[src/rtl/seq_pkg.sv]
package seq_pkg;

   typedef enum logic [1:0] {K_ECHO, K_HI, K_LO} kind_e;

   localparam logic [1:0] CH_NONE   = 2'b11;
   localparam logic [7:0] CFG_RESET = 8'hFF;
   localparam logic [1:0] CMD_TAG   = 2'b11;

   typedef struct packed {
      logic [1:0] chan;
      logic       ref_sup;
      logic       demand;
      logic       gain_unity;
   } cfg_t;

   function automatic cfg_t decode_cmd(input logic [7:0] b);
      cfg_t c;
      c.chan       = b[5:4];
      c.ref_sup    = b[3];
      c.demand     = b[1];
      c.gain_unity = b[0];
      return c;
   endfunction

   function automatic logic [7:0] pack_hi(input logic [1:0] tag, input logic [9:0] r);
      return {2'b10, tag, r[9:6]};
   endfunction

   function automatic logic [7:0] pack_lo(input logic [9:0] r);
      return {1'b0, r[5:0], 1'b0};
   endfunction

endpackage

[src/rtl/seq_por.sv]
module seq_por #(
   parameter int POR_CYCLES = 30000
) (
   input  logic clk,
   input  logic rst_n,
   output logic sys_rst_n
);
   if (POR_CYCLES < 0) begin : g_bad_por
      $error("POR_CYCLES must not be negative");
   end

   if (POR_CYCLES == 0) begin : g_no_hold
      logic q;
      always_ff @(posedge clk or negedge rst_n) begin
         if (!rst_n) q <= 1'b0;
         else        q <= 1'b1;
      end
      assign sys_rst_n = q;
   end else begin : g_hold
      localparam int CW = $clog2(POR_CYCLES + 1);
      localparam logic [CW-1:0] LIMIT = CW'(POR_CYCLES);
      logic [CW-1:0] cnt_q;
      logic          rel_q;
      always_ff @(posedge clk or negedge rst_n) begin
         if (!rst_n) begin
            cnt_q <= '0;
            rel_q <= 1'b0;
         end else if (cnt_q != LIMIT) begin
            cnt_q <= cnt_q + 1'b1;
         end else begin
            rel_q <= 1'b1;
         end
      end
      assign sys_rst_n = rel_q;
   end
endmodule

[src/rtl/seq_cfg.sv]
module seq_cfg
   import seq_pkg::*;
(
   input  logic       clk,
   input  logic       rst_n,
   input  logic       cmd_valid_i,
   input  logic [7:0] cmd_byte_i,
   input  logic       apply_i,
   output cfg_t       cfg_o,
   output cfg_t       pend_o,
   output logic       pend_v_o,
   output logic       echo_load_o,
   output logic [7:0] echo_byte_o
);
   cfg_t cfg_q, pend_q;
   logic pend_v_q;
   logic accepted;

   assign accepted    = cmd_valid_i && (cmd_byte_i[7:6] == CMD_TAG);
   assign echo_load_o = accepted;
   assign echo_byte_o = cmd_byte_i;

   always_ff @(posedge clk or negedge rst_n) begin
      if (!rst_n) begin
         cfg_q    <= decode_cmd(CFG_RESET);
         pend_q   <= decode_cmd(CFG_RESET);
         pend_v_q <= 1'b0;
      end else begin
         if (apply_i) cfg_q <= pend_q;
         if (accepted) begin
            pend_q   <= decode_cmd(cmd_byte_i);
            pend_v_q <= 1'b1;
         end else if (apply_i) begin
            pend_v_q <= 1'b0;
         end
      end
   end

   assign cfg_o    = cfg_q;
   assign pend_o   = pend_q;
   assign pend_v_o = pend_v_q;

   // a queued command survives until the controller applies it
   a_r8_pend_kept: assert property (@(posedge clk) disable iff (!rst_n)
      pend_v_q && !apply_i |=> pend_v_q);
endmodule

[src/rtl/seq_ctrl.sv]
module seq_ctrl
   import seq_pkg::*;
#(
   parameter int RES_W = 10
) (
   input  logic             clk,
   input  logic             rst_n,
   input  logic [1:0]       cfg_chan_i,
   input  logic             cfg_demand_i,
   input  logic [1:0]       pend_chan_i,
   input  logic             pend_demand_i,
   input  logic             pend_v_i,
   output logic             apply_o,
   output logic             conv_start_o,
   input  logic             conv_done_i,
   input  logic [RES_W-1:0] conv_result_i,
   output logic             res_load_o,
   output logic [RES_W-1:0] res_data_o,
   output logic [1:0]       res_tag_o
);
   typedef enum logic {S_IDLE, S_BUSY} st_e;

   st_e        state_q, state_d;
   logic       start_q, start_d;
   logic [1:0] tag_q;
   logic [1:0] nxt_chan;
   logic       nxt_demand;
   logic       ch_ok;

   assign apply_o    = pend_v_i && ((state_q == S_IDLE) || conv_done_i);
   assign nxt_chan   = apply_o ? pend_chan_i   : cfg_chan_i;
   assign nxt_demand = apply_o ? pend_demand_i : cfg_demand_i;
   assign ch_ok      = (nxt_chan != CH_NONE);

   always_comb begin
      state_d    = state_q;
      start_d    = 1'b0;
      res_load_o = 1'b0;
      case (state_q)
         S_IDLE: begin
            if (apply_o && ch_ok) begin
               start_d = 1'b1;
               state_d = S_BUSY;
            end
         end
         S_BUSY: begin
            if (conv_done_i) begin
               res_load_o = 1'b1;
               if (ch_ok && (apply_o || !nxt_demand)) start_d = 1'b1;
               else                                   state_d = S_IDLE;
            end
         end
         default: state_d = S_IDLE;
      endcase
   end

   always_ff @(posedge clk or negedge rst_n) begin
      if (!rst_n) begin
         state_q <= S_IDLE;
         start_q <= 1'b0;
         tag_q   <= CH_NONE;
      end else begin
         state_q <= state_d;
         start_q <= start_d;
         if (start_d) tag_q <= nxt_chan;
      end
   end

   assign conv_start_o = start_q;
   assign res_data_o   = conv_result_i;
   assign res_tag_o    = tag_q;

   // the unused channel code never launches a conversion
   a_r6_no_unused_start: assert property (@(posedge clk) disable iff (!rst_n)
      conv_start_o |-> (tag_q != CH_NONE));
endmodule

[src/rtl/seq_rsp.sv]
module seq_rsp
   import seq_pkg::*;
#(
   parameter int RES_W = 10
) (
   input  logic             clk,
   input  logic             rst_n,
   input  logic             echo_load_i,
   input  logic [7:0]       echo_byte_i,
   input  logic             res_load_i,
   input  logic [RES_W-1:0] res_data_i,
   input  logic [1:0]       res_tag_i,
   input  logic             rsp_ready_i,
   output logic             rsp_valid_o,
   output logic [7:0]       rsp_byte_o
);
   logic             echo_v_q, echo_v_d;
   logic [7:0]       echo_q, echo_d;
   logic             slot_v_q, slot_v_d, slot_hi_q, slot_hi_d;
   logic [RES_W-1:0] slot_r_q, slot_r_d;
   logic [1:0]       slot_t_q, slot_t_d;
   logic             nxt_v_q, nxt_v_d;
   logic [RES_W-1:0] nxt_r_q, nxt_r_d;
   logic [1:0]       nxt_t_q, nxt_t_d;
   logic             out_v_q, out_v_d;
   logic [7:0]       out_q, out_d;
   kind_e            out_k_q, out_k_d;

   logic             sel_v, take;
   kind_e            sel_k;
   logic [7:0]       sel_b;

   always_comb begin
      sel_v = 1'b1;
      sel_k = K_ECHO;
      sel_b = echo_q;
      if (slot_v_q && slot_hi_q) begin
         sel_k = K_LO;
         sel_b = pack_lo(slot_r_q);
      end else if (echo_v_q) begin
         sel_k = K_ECHO;
         sel_b = echo_q;
      end else if (slot_v_q) begin
         sel_k = K_HI;
         sel_b = pack_hi(slot_t_q, slot_r_q);
      end else begin
         sel_v = 1'b0;
      end
   end

   assign take = sel_v && (!out_v_q || rsp_ready_i);

   always_comb begin
      echo_v_d  = echo_v_q;  echo_d   = echo_q;
      slot_v_d  = slot_v_q;  slot_hi_d = slot_hi_q;
      slot_r_d  = slot_r_q;  slot_t_d = slot_t_q;
      nxt_v_d   = nxt_v_q;   nxt_r_d  = nxt_r_q;  nxt_t_d = nxt_t_q;
      out_v_d   = out_v_q;   out_d    = out_q;    out_k_d = out_k_q;

      if (take) begin
         out_v_d = 1'b1;
         out_d   = sel_b;
         out_k_d = sel_k;
         case (sel_k)
            K_ECHO: echo_v_d = 1'b0;
            K_HI:   slot_hi_d = 1'b1;
            K_LO: begin
               slot_hi_d = 1'b0;
               if (nxt_v_q) begin
                  slot_r_d = nxt_r_q;
                  slot_t_d = nxt_t_q;
                  nxt_v_d  = 1'b0;
               end else begin
                  slot_v_d = 1'b0;
               end
            end
            default: ;
         endcase
      end else if (rsp_ready_i) begin
         out_v_d = 1'b0;
      end

      if (echo_load_i) begin
         echo_v_d = 1'b1;
         echo_d   = echo_byte_i;
      end

      if (res_load_i) begin
         if (slot_v_d && slot_hi_d) begin
            nxt_v_d = 1'b1;
            nxt_r_d = res_data_i;
            nxt_t_d = res_tag_i;
         end else begin
            slot_v_d  = 1'b1;
            slot_hi_d = 1'b0;
            slot_r_d  = res_data_i;
            slot_t_d  = res_tag_i;
            nxt_v_d   = 1'b0;
         end
      end
   end

   always_ff @(posedge clk or negedge rst_n) begin
      if (!rst_n) begin
         echo_v_q <= 1'b0;  echo_q   <= '0;
         slot_v_q <= 1'b0;  slot_hi_q <= 1'b0;
         slot_r_q <= '0;    slot_t_q <= '0;
         nxt_v_q  <= 1'b0;  nxt_r_q  <= '0;  nxt_t_q <= '0;
         out_v_q  <= 1'b0;  out_q    <= '0;  out_k_q <= K_ECHO;
      end else begin
         echo_v_q <= echo_v_d;  echo_q   <= echo_d;
         slot_v_q <= slot_v_d;  slot_hi_q <= slot_hi_d;
         slot_r_q <= slot_r_d;  slot_t_q <= slot_t_d;
         nxt_v_q  <= nxt_v_d;   nxt_r_q  <= nxt_r_d;  nxt_t_q <= nxt_t_d;
         out_v_q  <= out_v_d;   out_q    <= out_d;    out_k_q <= out_k_d;
      end
   end

   assign rsp_valid_o = out_v_q;
   assign rsp_byte_o  = out_q;

   // a byte on offer does not change until it is taken
   a_r11_hold_byte: assert property (@(posedge clk) disable iff (!rst_n)
      out_v_q && !rsp_ready_i |=> out_v_q && $stable(out_q));

   // an accepted high byte is immediately followed by its low byte
   a_r9_lo_follows_hi: assert property (@(posedge clk) disable iff (!rst_n)
      out_v_q && rsp_ready_i && (out_k_q == K_HI) |=> out_v_q && (out_k_q == K_LO));
endmodule

[src/rtl/conv_sequencer.sv]
module conv_sequencer
   import seq_pkg::*;
#(
   parameter int RES_W      = 10,
   parameter int POR_CYCLES = 30000
) (
   input  logic             clk,
   input  logic             rst_n,
   input  logic             cmd_valid,
   input  logic [7:0]       cmd_byte,
   output logic             rsp_valid,
   input  logic             rsp_ready,
   output logic [7:0]       rsp_byte,
   output logic             conv_start,
   input  logic             conv_done,
   input  logic [RES_W-1:0] conv_result,
   output logic [1:0]       chan_sel,
   output logic             ref_supply,
   output logic             gain_unity
);
   localparam int PKT_RES_W = 10;

   if (RES_W != PKT_RES_W) begin : g_bad_width
      $error("result packet format carries exactly 10 result bits");
   end

   logic             sys_rst_n;
   cfg_t             cfg, pend;
   logic             pend_v, apply;
   logic             echo_load;
   logic [7:0]       echo_byte;
   logic             res_load;
   logic [RES_W-1:0] res_data;
   logic [1:0]       res_tag;

   seq_por #(.POR_CYCLES(POR_CYCLES)) i_por (
      .clk       (clk),
      .rst_n     (rst_n),
      .sys_rst_n (sys_rst_n)
   );

   seq_cfg i_cfg (
      .clk         (clk),
      .rst_n       (sys_rst_n),
      .cmd_valid_i (cmd_valid),
      .cmd_byte_i  (cmd_byte),
      .apply_i     (apply),
      .cfg_o       (cfg),
      .pend_o      (pend),
      .pend_v_o    (pend_v),
      .echo_load_o (echo_load),
      .echo_byte_o (echo_byte)
   );

   seq_ctrl #(.RES_W(RES_W)) i_ctrl (
      .clk           (clk),
      .rst_n         (sys_rst_n),
      .cfg_chan_i    (cfg.chan),
      .cfg_demand_i  (cfg.demand),
      .pend_chan_i   (pend.chan),
      .pend_demand_i (pend.demand),
      .pend_v_i      (pend_v),
      .apply_o       (apply),
      .conv_start_o  (conv_start),
      .conv_done_i   (conv_done),
      .conv_result_i (conv_result),
      .res_load_o    (res_load),
      .res_data_o    (res_data),
      .res_tag_o     (res_tag)
   );

   seq_rsp #(.RES_W(RES_W)) i_rsp (
      .clk         (clk),
      .rst_n       (sys_rst_n),
      .echo_load_i (echo_load),
      .echo_byte_i (echo_byte),
      .res_load_i  (res_load),
      .res_data_i  (res_data),
      .res_tag_i   (res_tag),
      .rsp_ready_i (rsp_ready),
      .rsp_valid_o (rsp_valid),
      .rsp_byte_o  (rsp_byte)
   );

   assign chan_sel   = cfg.chan;
   assign ref_supply = cfg.ref_sup;
   assign gain_unity = cfg.gain_unity;

   // nothing is offered or started while the internal reset holds
   a_r2_quiet_in_reset: assert property (@(posedge clk)
      !sys_rst_n |-> !rsp_valid && !conv_start);
endmodule

[config.mk]
export PLATFORM = sky130hd
export DESIGN_NAME = conv_sequencer
export DESIGN_NICKNAME = d
export VERILOG_FILES = /design/src/rtl/seq_pkg.sv /design/src/rtl/seq_por.sv /design/src/rtl/seq_cfg.sv /design/src/rtl/seq_ctrl.sv /design/src/rtl/seq_rsp.sv /design/src/rtl/conv_sequencer.sv
export SDC_FILE = /design/constraint.sdc
export NUM_CORES = 1
export LEC_CHECK = 0
export BUFFER_PORTS_ARGS = -buffer_cell sky130_fd_sc_hd__buf_2
export CAP_MARGIN = 10
export CELL_PAD_IN_SITES_DETAIL_PLACEMENT = 1
export CELL_PAD_IN_SITES_GLOBAL_PLACEMENT = 2
export CORE_UTILIZATION = 35
export DETAILED_ROUTE_END_ITERATION = 10
export GPL_TIMING_DRIVEN = 1
export PLACE_DENSITY_LB_ADDON = 0.3
export SLEW_MARGIN = 15
export SYNTH_ARGS = -nofsm -noshare
export SYNTH_HDL_FRONTEND = slang
export SYNTH_SLANG_ARGS = --single-unit
[constraint.sdc]
create_clock -name clk -period 1.89 [get_ports clk]
set_input_delay 0.0945 -clock clk [delete_from_list [all_inputs] [get_ports clk]]
set_output_delay 0.0945 -clock clk [all_outputs]
set_load 0.03 [all_outputs]
======== After elaboration in Yosys (flattened, before gate mapping) ========
Index checks and enable logic that the tools add are counted.
storage, ports and cells
  register bits after elaboration ......... 76
  output and inout port bits .............. 14
  word-level logic and storage cells ...... 103
operators by class
  add/sub/neg operators ................... 1
  eq/ne operators ......................... 5
  multiplexer cells ....................... 49
  bitwise gates (word level) .............. 1
  reductions and logical operators ........ 22
operators with widths
  kind                     number
  $mux W10                 5
  $mux W1                  30
  $mux W8                  3
  $mux W2                  8
  $add A15 B1 Y15 const B  1
  $ne A15 B15 Y1 const B   1
  $reduce_bool A2 Y1       6
  $logic_and A1 B1 Y1      7
  $pmux W1 S2              3
  $reduce_and A2 Y1        3
  $eq A2 B2 Y1 const B     2
  $logic_or A1 B1 Y1       3
  $eq A2 B1 Y1 const B     1
  $logic_not A1 Y1         2
  $logic_not A2 Y1         1
  $ne A2 B2 Y1 const B     1
  $not A1 Y1               1

======== Depth between registers and ports, before layout ========
Gate-level depths: netlist of the first run.
  depth after elaboration ................. 10
  depth in mapped cells ................... 7
  mapped depth without buffers ............ 6

======== Cells and area by module ========
Synthesis of the first run repeated with hierarchy kept, for this count alone.
second synthesis, totals
  cell total of the unflattened synthesis .. 283
  area total of the unflattened synthesis .. 3731.1 µm²
by module, submodules not included
  module    instances  cells an instance  area an instance (µm²)  sequential area each (µm²)
  seq_rsp   1          154                2162.1                  1126.1
  seq_por   1          64                 747.0                   400.4
  seq_cfg   1          34                 514.2                   287.8
  seq_ctrl  1          31                 307.8                   102.6

======== Worst setup path before layout of the first run ========
OpenSTA, ideal clock, no wires.
  path kind ............................... register -> register
  start point ............................. register i_rsp.out_v_q, in the netlist i_rsp.rsp_valid_o
  end point ............................... register i_rsp.slot_r_q[0]
  arrival ................................. 1.790 ns
  required time ........................... 1.765 ns
  slack ................................... -0.025 ns
  stages on the path, launching flop included .. 7
  period minus slack after synthesis ...... 1.915 ns
  cell sequence ........................... dfrtp_1 -> nand2b_1 -> buf_2 -> and4_1 -> buf_2 -> mux2_2 -> mux2_2
on the way
  cells in the longest elaborated chain, start to end .. 7
  elaborated cells on any way between the ends .. 9
  those cells by class .................... 5 x mux; 4 x reduce/logical
ends and longest elaborated chain
  what                         line            text
  start, declared              seq_rsp.sv:25   logic out_v_q, out_v_d;
  start signal, assigned       seq_rsp.sv:115  out_v_q <= out_v_d; out_q <= out_d; out_k_q <= out_k_d;
  $logic_not A1 Y1 (*)         seq_rsp.sv:51   assign take = sel_v && (!out_v_q || rsp_ready_i);
  $logic_or A1 B1 Y1 (*)       seq_rsp.sv:51
  $logic_and A1 B1 Y1 (*)      seq_rsp.sv:51
  $mux W1                      seq_rsp.sv:60   if (take) begin
  $logic_and A1 B1 Y1          seq_rsp.sv:89   if (slot_v_d && slot_hi_d) begin
  $mux W10                     seq_rsp.sv:89
  $mux W10 (*)                 seq_rsp.sv:88   if (res_load_i) begin
  named net i_rsp.slot_r_d[0]  seq_rsp.sv:20   logic [RES_W-1:0] slot_r_q, slot_r_d;
  end signal, assigned         seq_rsp.sv:113  slot_r_q <= slot_r_d; slot_t_q <= slot_t_d;
  end, declared                seq_rsp.sv:20
The timed path passes the listed nets; every way through them passes the cells marked *.
A chain may end at the register's enable or synchronous reset.

======== Worst setup path after layout of the first run ========
  start point ............................. register i_por.g_hold.cnt_q[7]
  end point ............................... register i_por.g_hold.cnt_q[2]
on the way
  cells in the longest elaborated chain, start to end .. 1
ends and longest elaborated chain
  what                    line           text
  start, declared         seq_por.sv:22  logic [CW-1:0] cnt_q;
  start signal, assigned  seq_por.sv:29  cnt_q <= cnt_q + 1'b1;
  $ne A15 B15 Y1          seq_por.sv:28  end else if (cnt_q != LIMIT) begin
Every way passes these cells.

==> impl_results.md, run 1 <==
* Status: completed
* Hold WC Path Type: in -> reg
* Clock skew at approximately 11 ps
* Post-Syn Instances at between 200 and 300
* Reg clk slew, reported paths at 80 ps
* Critical path peak fanout at 6
* Max-slew violation count at 0
* Initial drt markers at 63
* Largest cells by area after synthesis: dfrtp_1, mux2_2, dfstp_2
* Die X-Extent at ~99 µm
* Root Buffer: clkbuf_8
* Largest delay share family, worst path: simple AND/OR/NAND/NOR gates
* Drt via density at 4.86
* Maximum clock rate at approximately 550 MHz
* Commonest cells in the netlist: dfrtp_1, nand2_1, mux2_2
* Initial Utilization at between 30 and 40%
* # DRC at 0
* Layout area overhead at 24.8%
* Total GRT Usage at about 16%
* Maxcap violations at 0
* Vias at 2244
* Startpoint Class: flip-flop
* Slowest-stage cell, CP: or4_4
* Core area at ~9200 µm²
* Post-Route Setup TNS at 0 ps
* Total gr overflow at 0
* IO Port Bufs at 36
* FF+latch count, synth at between 70 and 80
* First-pass GRT wire length at around 12 mm
* Pin count of the biggest net entering global routing at 61
* Placed wire-length estimate at 4.84 mm
* Antenna violations before repair at 0
* Worst setup EP type: flip-flop
* Mean area per synthesized cell at 11.9 µm²
* CTS H-tree depth at 3
* Met3 wire len at roughly 170 µm
* Final period demand of the worst path at between 1500 and 2000 ps
* Max incr delay on CP at 570 ps
* Clock tree from TritonCTS: yes
* Drt first pass iters at 4
* Final setup viols at 0
* Wirelength per Cell at 15.5 µm
* Met1 WL at around 3.5 mm
* Post-Syn Nets at ~300
* Number of flops mapped to enable cells by yosys at 0
* Crit Path Category: reg -> reg
* Num ports at 37
* RSZ-0062 raised after global routing: false
* Synth async-reset ratio at between 90% and 100%
* CP cell instances: or4b_1, or4_4, nand3_1, o21ai_0
* Top Layer Used: met4
* Pwr dens at between 1000 and 1500 nW/µm²
* Share of the synthesized area in the top cell type at 48.7%
* Worst vdd ir at between 0.5 and 0.6 mV
* LEAKAGE at between 1.5 and 2 nW
* Buf+Inv Stages, Crit Path at 0
* # resized after CTS at 0
* Routed wl met2 at roughly 3.3 mm
* Vias in the first global route at roughly 2400
* DIE AREA at 9790 µm²
* Number of buffers created by CTS at 9
* GPL Wtd Cong at 0.754
* ANT nets after route at 0
* Synth Warn # at 0
* Largest area contributor in the netlist: dfrtp_1
* Fin nets at approximately 370
* Sink Count at 76
* DIE HEIGHT at 99.0 µm
* Period utilization at around 97%
* Clk_lat worst skew at 350 ps
* Num rows at 35
* Post-Route WL at 7.15 mm
* Synth unique cells at 39
* Slew headroom at between 50 and 60%
* Hold_ws at 28.1 ps
* Fin. Hold Viols at 0
* CP arrival at 2050 ps
* Post-synthesis sequential area ratio at just under 60%
* Fraction of layout cells with a size suffix above 1 at a little over a third
* Antenna diode count at 0
* Required time of the critical path at about 2100 ps
* Clock Path Buffers at 2
* Worst-Margin Slew at 623 ps
* Post-CTS Setup Bufs at 0
* Synth Flop Type: dfrtp_1
* Top-count cell post-synth: dfrtp_1
* Mapped Area at 3290 µm²
[power breakdown]
group          switching [W]  total (W)  internal [W]
clock network       0.000599    0.00141      0.000815
logic                0.00102    0.00201      0.000990
registers           0.000305    0.00251       0.00221
total                0.00193    0.00594       0.00401
[stage by stage]
stage               util, %  std cells  cell area, µm²  power, W  worst slack [ps]
finish                 44.9        462            4110   0.00594              63.5
global route           44.9        462            4110   0.00631              3.67
CTS                    44.9        462            4110   0.00602              37.5
detailed placement     40.6        430            3720   0.00456              53.9
global placement       40.6        430            3720   0.00446               105
floorplan                 -        277            3290   0.00389              19.8
[timing repair]
item / in CTS / in global routing
endpoints found under the hold margin: 44 / 0
hold buffers: 16 / 0
setup endpoints to repair: 0 / 0
[kinds of logic after synthesis]
logic type	count (synthesis)	share of synthesized area (%)
and+or+nand+nor	91	13.3
DFF	76	58.3
muxes	45	15.4
AOI/OAI and AO/OA	33	6.73
buffers and inverters	18	2.43
xor gates and xnor gates	12	3.19
adders and majority gates	2	0.760
[path summary, 6_finish.rpt]
path                                  startpoint                      to  slack, ps  depth (start not counted)
setup / recovery           i_por.g_hold.cnt_q[7]   i_por.g_hold.cnt_q[2]         60                          4
hold / removal                       cmd_byte[0]         i_cfg.pend_o[0]         30                          3
setup reg to reg           i_por.g_hold.cnt_q[7]   i_por.g_hold.cnt_q[2]         60                          4
hold reg to reg                  i_por.sys_rst_n     i_ctrl.conv_start_o        300                          1
max in group asynchronous        i_por.sys_rst_n          i_cfg.cfg_o[0]       1290                          1
min in group asynchronous                  rst_n  i_por.g_hold.cnt_q[11]        190                          2
[per-layer routing]
metal  track usage (%)  up-vias
met1              21.7     1106
met5                 0        -
met3              2.91       13
met4              7.69        0
li1                  -     1092
met2              25.0       33
[cells in the final DEF, fill, tap and decap left out, types with 3 or more instances in the layout]
cell,n
nand3_1,11
mux2_2,43
clkbuf_8,11
dlygate4sd3_1,16
nand2_1,53
buf_4,13
a21oi_1,3
nor2_1,4
buf_12,3
a22o_1,5
a22oi_1,6
dfrtp_1,63
o21ai_0,12
dfstp_2,12
xor2_1,5
nand2b_1,6
xnor2_1,7
nor3_1,3
buf_2,36
inv_1,8
[cell type report]
class                           count  area [µm²]
Clock inverter                      4        72.6
Sequential cell                    76        1920
Inverter                            8        30.0
Clock buffer                       12         155
Timing Repair Buffer               68         498
Multi-Input combinational cell    183        1290
Fill cell                         989        5050
Tap cell                          111         139
[sequential cells by signal (all words and copies together), names as in the netlist, 2 cells and up]
signal              cells
i_rsp.nxt_r_q          10
i_cfg.pend_o            5
i_rsp.echo_q            8
i_rsp.rsp_byte_o        8
i_rsp.slot_t_q          2
i_rsp.nxt_t_q           2
i_ctrl.res_tag_o        2
i_rsp.slot_r_q         10
i_por.g_hold.cnt_q     15
i_cfg.cfg_o             5
[tightest hold or removal path, stage by stage]
cell and delay, ps:
buf_2 90, nand2_1 110, nand2_1 70
No activity file was read; power rests on OpenSTA's default activity.
==> inputs of run 2 (changes only) <==
--- a/config.mk
+++ b/config.mk
@@ -9,9 +9,11 @@
 export CAP_MARGIN = 10
 export CELL_PAD_IN_SITES_DETAIL_PLACEMENT = 1
 export CELL_PAD_IN_SITES_GLOBAL_PLACEMENT = 2
+export CORE_MARGIN = 2
 export CORE_UTILIZATION = 35
 export DETAILED_ROUTE_END_ITERATION = 10
 export GPL_TIMING_DRIVEN = 1
+export MAX_ROUTING_LAYER = met4
 export PLACE_DENSITY_LB_ADDON = 0.3
 export SLEW_MARGIN = 15
 export SYNTH_ARGS = -nofsm -noshare
==> impl_results.md, run 2 (synthesized netlist as in run 1, its figures left out) <==
* Vias in the first global route at 2396 (-1.5%)
* Drt via density at 4.92 (+1.2%)
* Dpl cells at 427 (-0.70%)
* Hold Path Depth at 3 (unchanged)
* CP arrival at 2050 ps (about the same)
* Core area at 9200 µm² (+0.48%)
* Tot Pwr at 0.00600 W (+1.0%)
* Antenna diode count at 0 (unchanged)
* Hold WC Path Type: in -> reg
* Final period demand of the worst path at 1810 ps (-13.7 ps)
* Vias at 2257 (+0.58%)
* Number of buffers created by CTS at 9 (unchanged)
* Pwr dens at 1460 nW/µm² (+0.89%)
* LEAKAGE at 1.96 nW (-0.14%)
* Total GRT Usage at 15.7% (-0.38 points)
* Worst R2R Path Depth at 4 (unchanged)
* Worst-Margin Slew at 637 ps (+14.2 ps)
* Initial drt markers at 60 (-4.8%)
* Maxcap violations at 0 (unchanged)
* DIE HEIGHT at 101 µm (+2.0%)
* Clk_lat worst skew at 360 ps (about the same)
* Num rows at 35 (unchanged)
* Critical path peak fanout at 6 (unchanged)
* Post-Layout Cell Count at 459 (-0.65%)
* DIE AREA at 10200 µm² (+4.1%)
* Placed wire-length estimate at 4.78 mm (-1.3%)
* Largest delay share family, worst path: simple AND/OR/NAND/NOR gates
* Sink Count at 76 (unchanged)
* Worst vdd ir at 0.416 mV (-29%)
* Biggest regs: i_por.g_hold.cnt_q x15, i_rsp.nxt_r_q x10, i_rsp.slot_r_q x10
* Status: completed
* Required time of the critical path at 2120 ps (about the same)
* Layout area overhead at 24.9%
* Post-Route Setup TNS at 0 ps (unchanged)
* Fin nets at 368 (-0.81%)
* Commonest non-fill, non-tap cell in the layout: dfrtp_1
* Fin. Hold Viols at 0 (unchanged)
* Slew headroom at 57.4% (-0.95 points)
* Post-Route WL at 6.99 mm (-2.3%)
* Total gr overflow at 0 (unchanged)
* GPL Wtd Cong at 0.710 (-5.9%)
* Crit path depth at 4 (unchanged)
* Slowest-stage cell, CP: or4_4
* Wirelength per Cell at 15.2 µm (-1.6%)
* Initial Utilization at 35.8% (-0.17 points)
* Fraction of layout cells with a size suffix above 1 at 36.5% (about the same)
* Commonest cells after routing, fill and taps aside: dfrtp_1, nand2_1, mux2_2
* IO Port Bufs at 36 (unchanged)
* Num ports at 37 (unchanged)
* Clock skew at 16.4 ps (+4.98 ps)
* Max FFs per register at 15 (unchanged)
* Post-CTS Setup Bufs at 0 (unchanged)
* Maximum clock rate at 552 MHz (+0.76%)
* Startpoint Class: flip-flop
* Period utilization at 95.9% (-0.73 points)
* CP cell instances: or4bb_1, or4_4, nand3_1, o21ai_0
* Buf+Inv Stages, Crit Path at 0 (unchanged)
* Root Buffer: clkbuf_8
* Final setup viols at 0 (unchanged)
* Antenna violations before repair at 0 (unchanged)
* Reg clk slew, reported paths at 90 ps (about the same)
* Worst setup EP type: flip-flop
* CTS H-tree depth at 3 (unchanged)
* First-pass GRT wire length at 12.0 mm (-1.2%)
* Max-slew violation count at 0 (unchanged)
* RSZ-0062 raised after global routing: false
* Die X-Extent at 101 µm (+2.0%)
* Drt first pass iters at 4 (unchanged)
* ANT nets after route at 0 (unchanged)
* Crit Path Category: reg -> reg
* Clock tree from TritonCTS: yes
* Max incr delay on CP at 580 ps (about the same)
* Pin count of the biggest net entering global routing at 51 (-16%)
* # DRC at 0 (unchanged)
* Clock Path Buffers at 2 (unchanged)
* Top reg by flops: i_por.g_hold.cnt_q
## run 2: worst register-to-register path, cell delays in order, from the launching register on
cell	delay, ps
dfrtp_2	440
or4bb_1	510
or4_4	580
nand3_1	100
o21ai_0	70
## run 2: path summary, 6_finish.rpt
kind                                        from                     to  slack (ps)
max                        i_por.g_hold.cnt_q[9]  i_por.g_hold.cnt_q[2]          80
min                                  cmd_byte[0]        i_rsp.echo_q[0]           8
max reg2reg                i_por.g_hold.cnt_q[9]  i_por.g_hold.cnt_q[2]          80
min reg2reg                      i_por.sys_rst_n        i_rsp.echo_q[1]         150
max in group asynchronous        i_por.sys_rst_n    i_ctrl.res_tag_o[0]        1120
min in group asynchronous        i_por.sys_rst_n        i_rsp.echo_q[1]         150
## run 2: what timing repair did
item / in CTS / in global routing
hold buffers: 16 / 0
hold endpoints to repair: 45 / 0
resized for setup: 0 / 2
endpoints found under the setup margin: 0 / 2
## run 2: cell type report
cell class	count	area [µm²]
clock buffers	15	230
clock inverters	1	30.0
fillers	986	5080
inverters	8	30.0
multi-input cells	183	1300
flip-flops and latches	76	1920
well taps	111	139
repair buffers	65	463
## run 2: power breakdown
group          total (W)  internal [W]  switching [W]
clock network    0.00153      0.000925       0.000602
logic            0.00195      0.000963       0.000985
registers        0.00252       0.00221       0.000316
## run 2: stage by stage
stage / cell area (µm²) / utilization [%] / setup slack (ps) / hold slack, ps
6_report: 4110 / 44.7 / 77.3 / 7.73
4_1_cts: 4100 / 44.6 / 87.5 / 4.80
3_5_place_dp: 3680 / 40.1 / 97.8 / 38.2
2_1_floorplan: 3290 / - / 19.8 / -201
5_1_grt: 4110 / 44.7 / 3.98 / 22.7
3_3_place_gp: 3680 / 40.1 / 108 / 26.0
## run 2: per-layer routing
metal	track usage, %	vias up	routed length (µm)
li1	-	1088	-
met1	21.7	1120	3520
met2	22.4	39	3130
met3	3.12	10	222
met4	6.86	0	117
met5	-	-	0
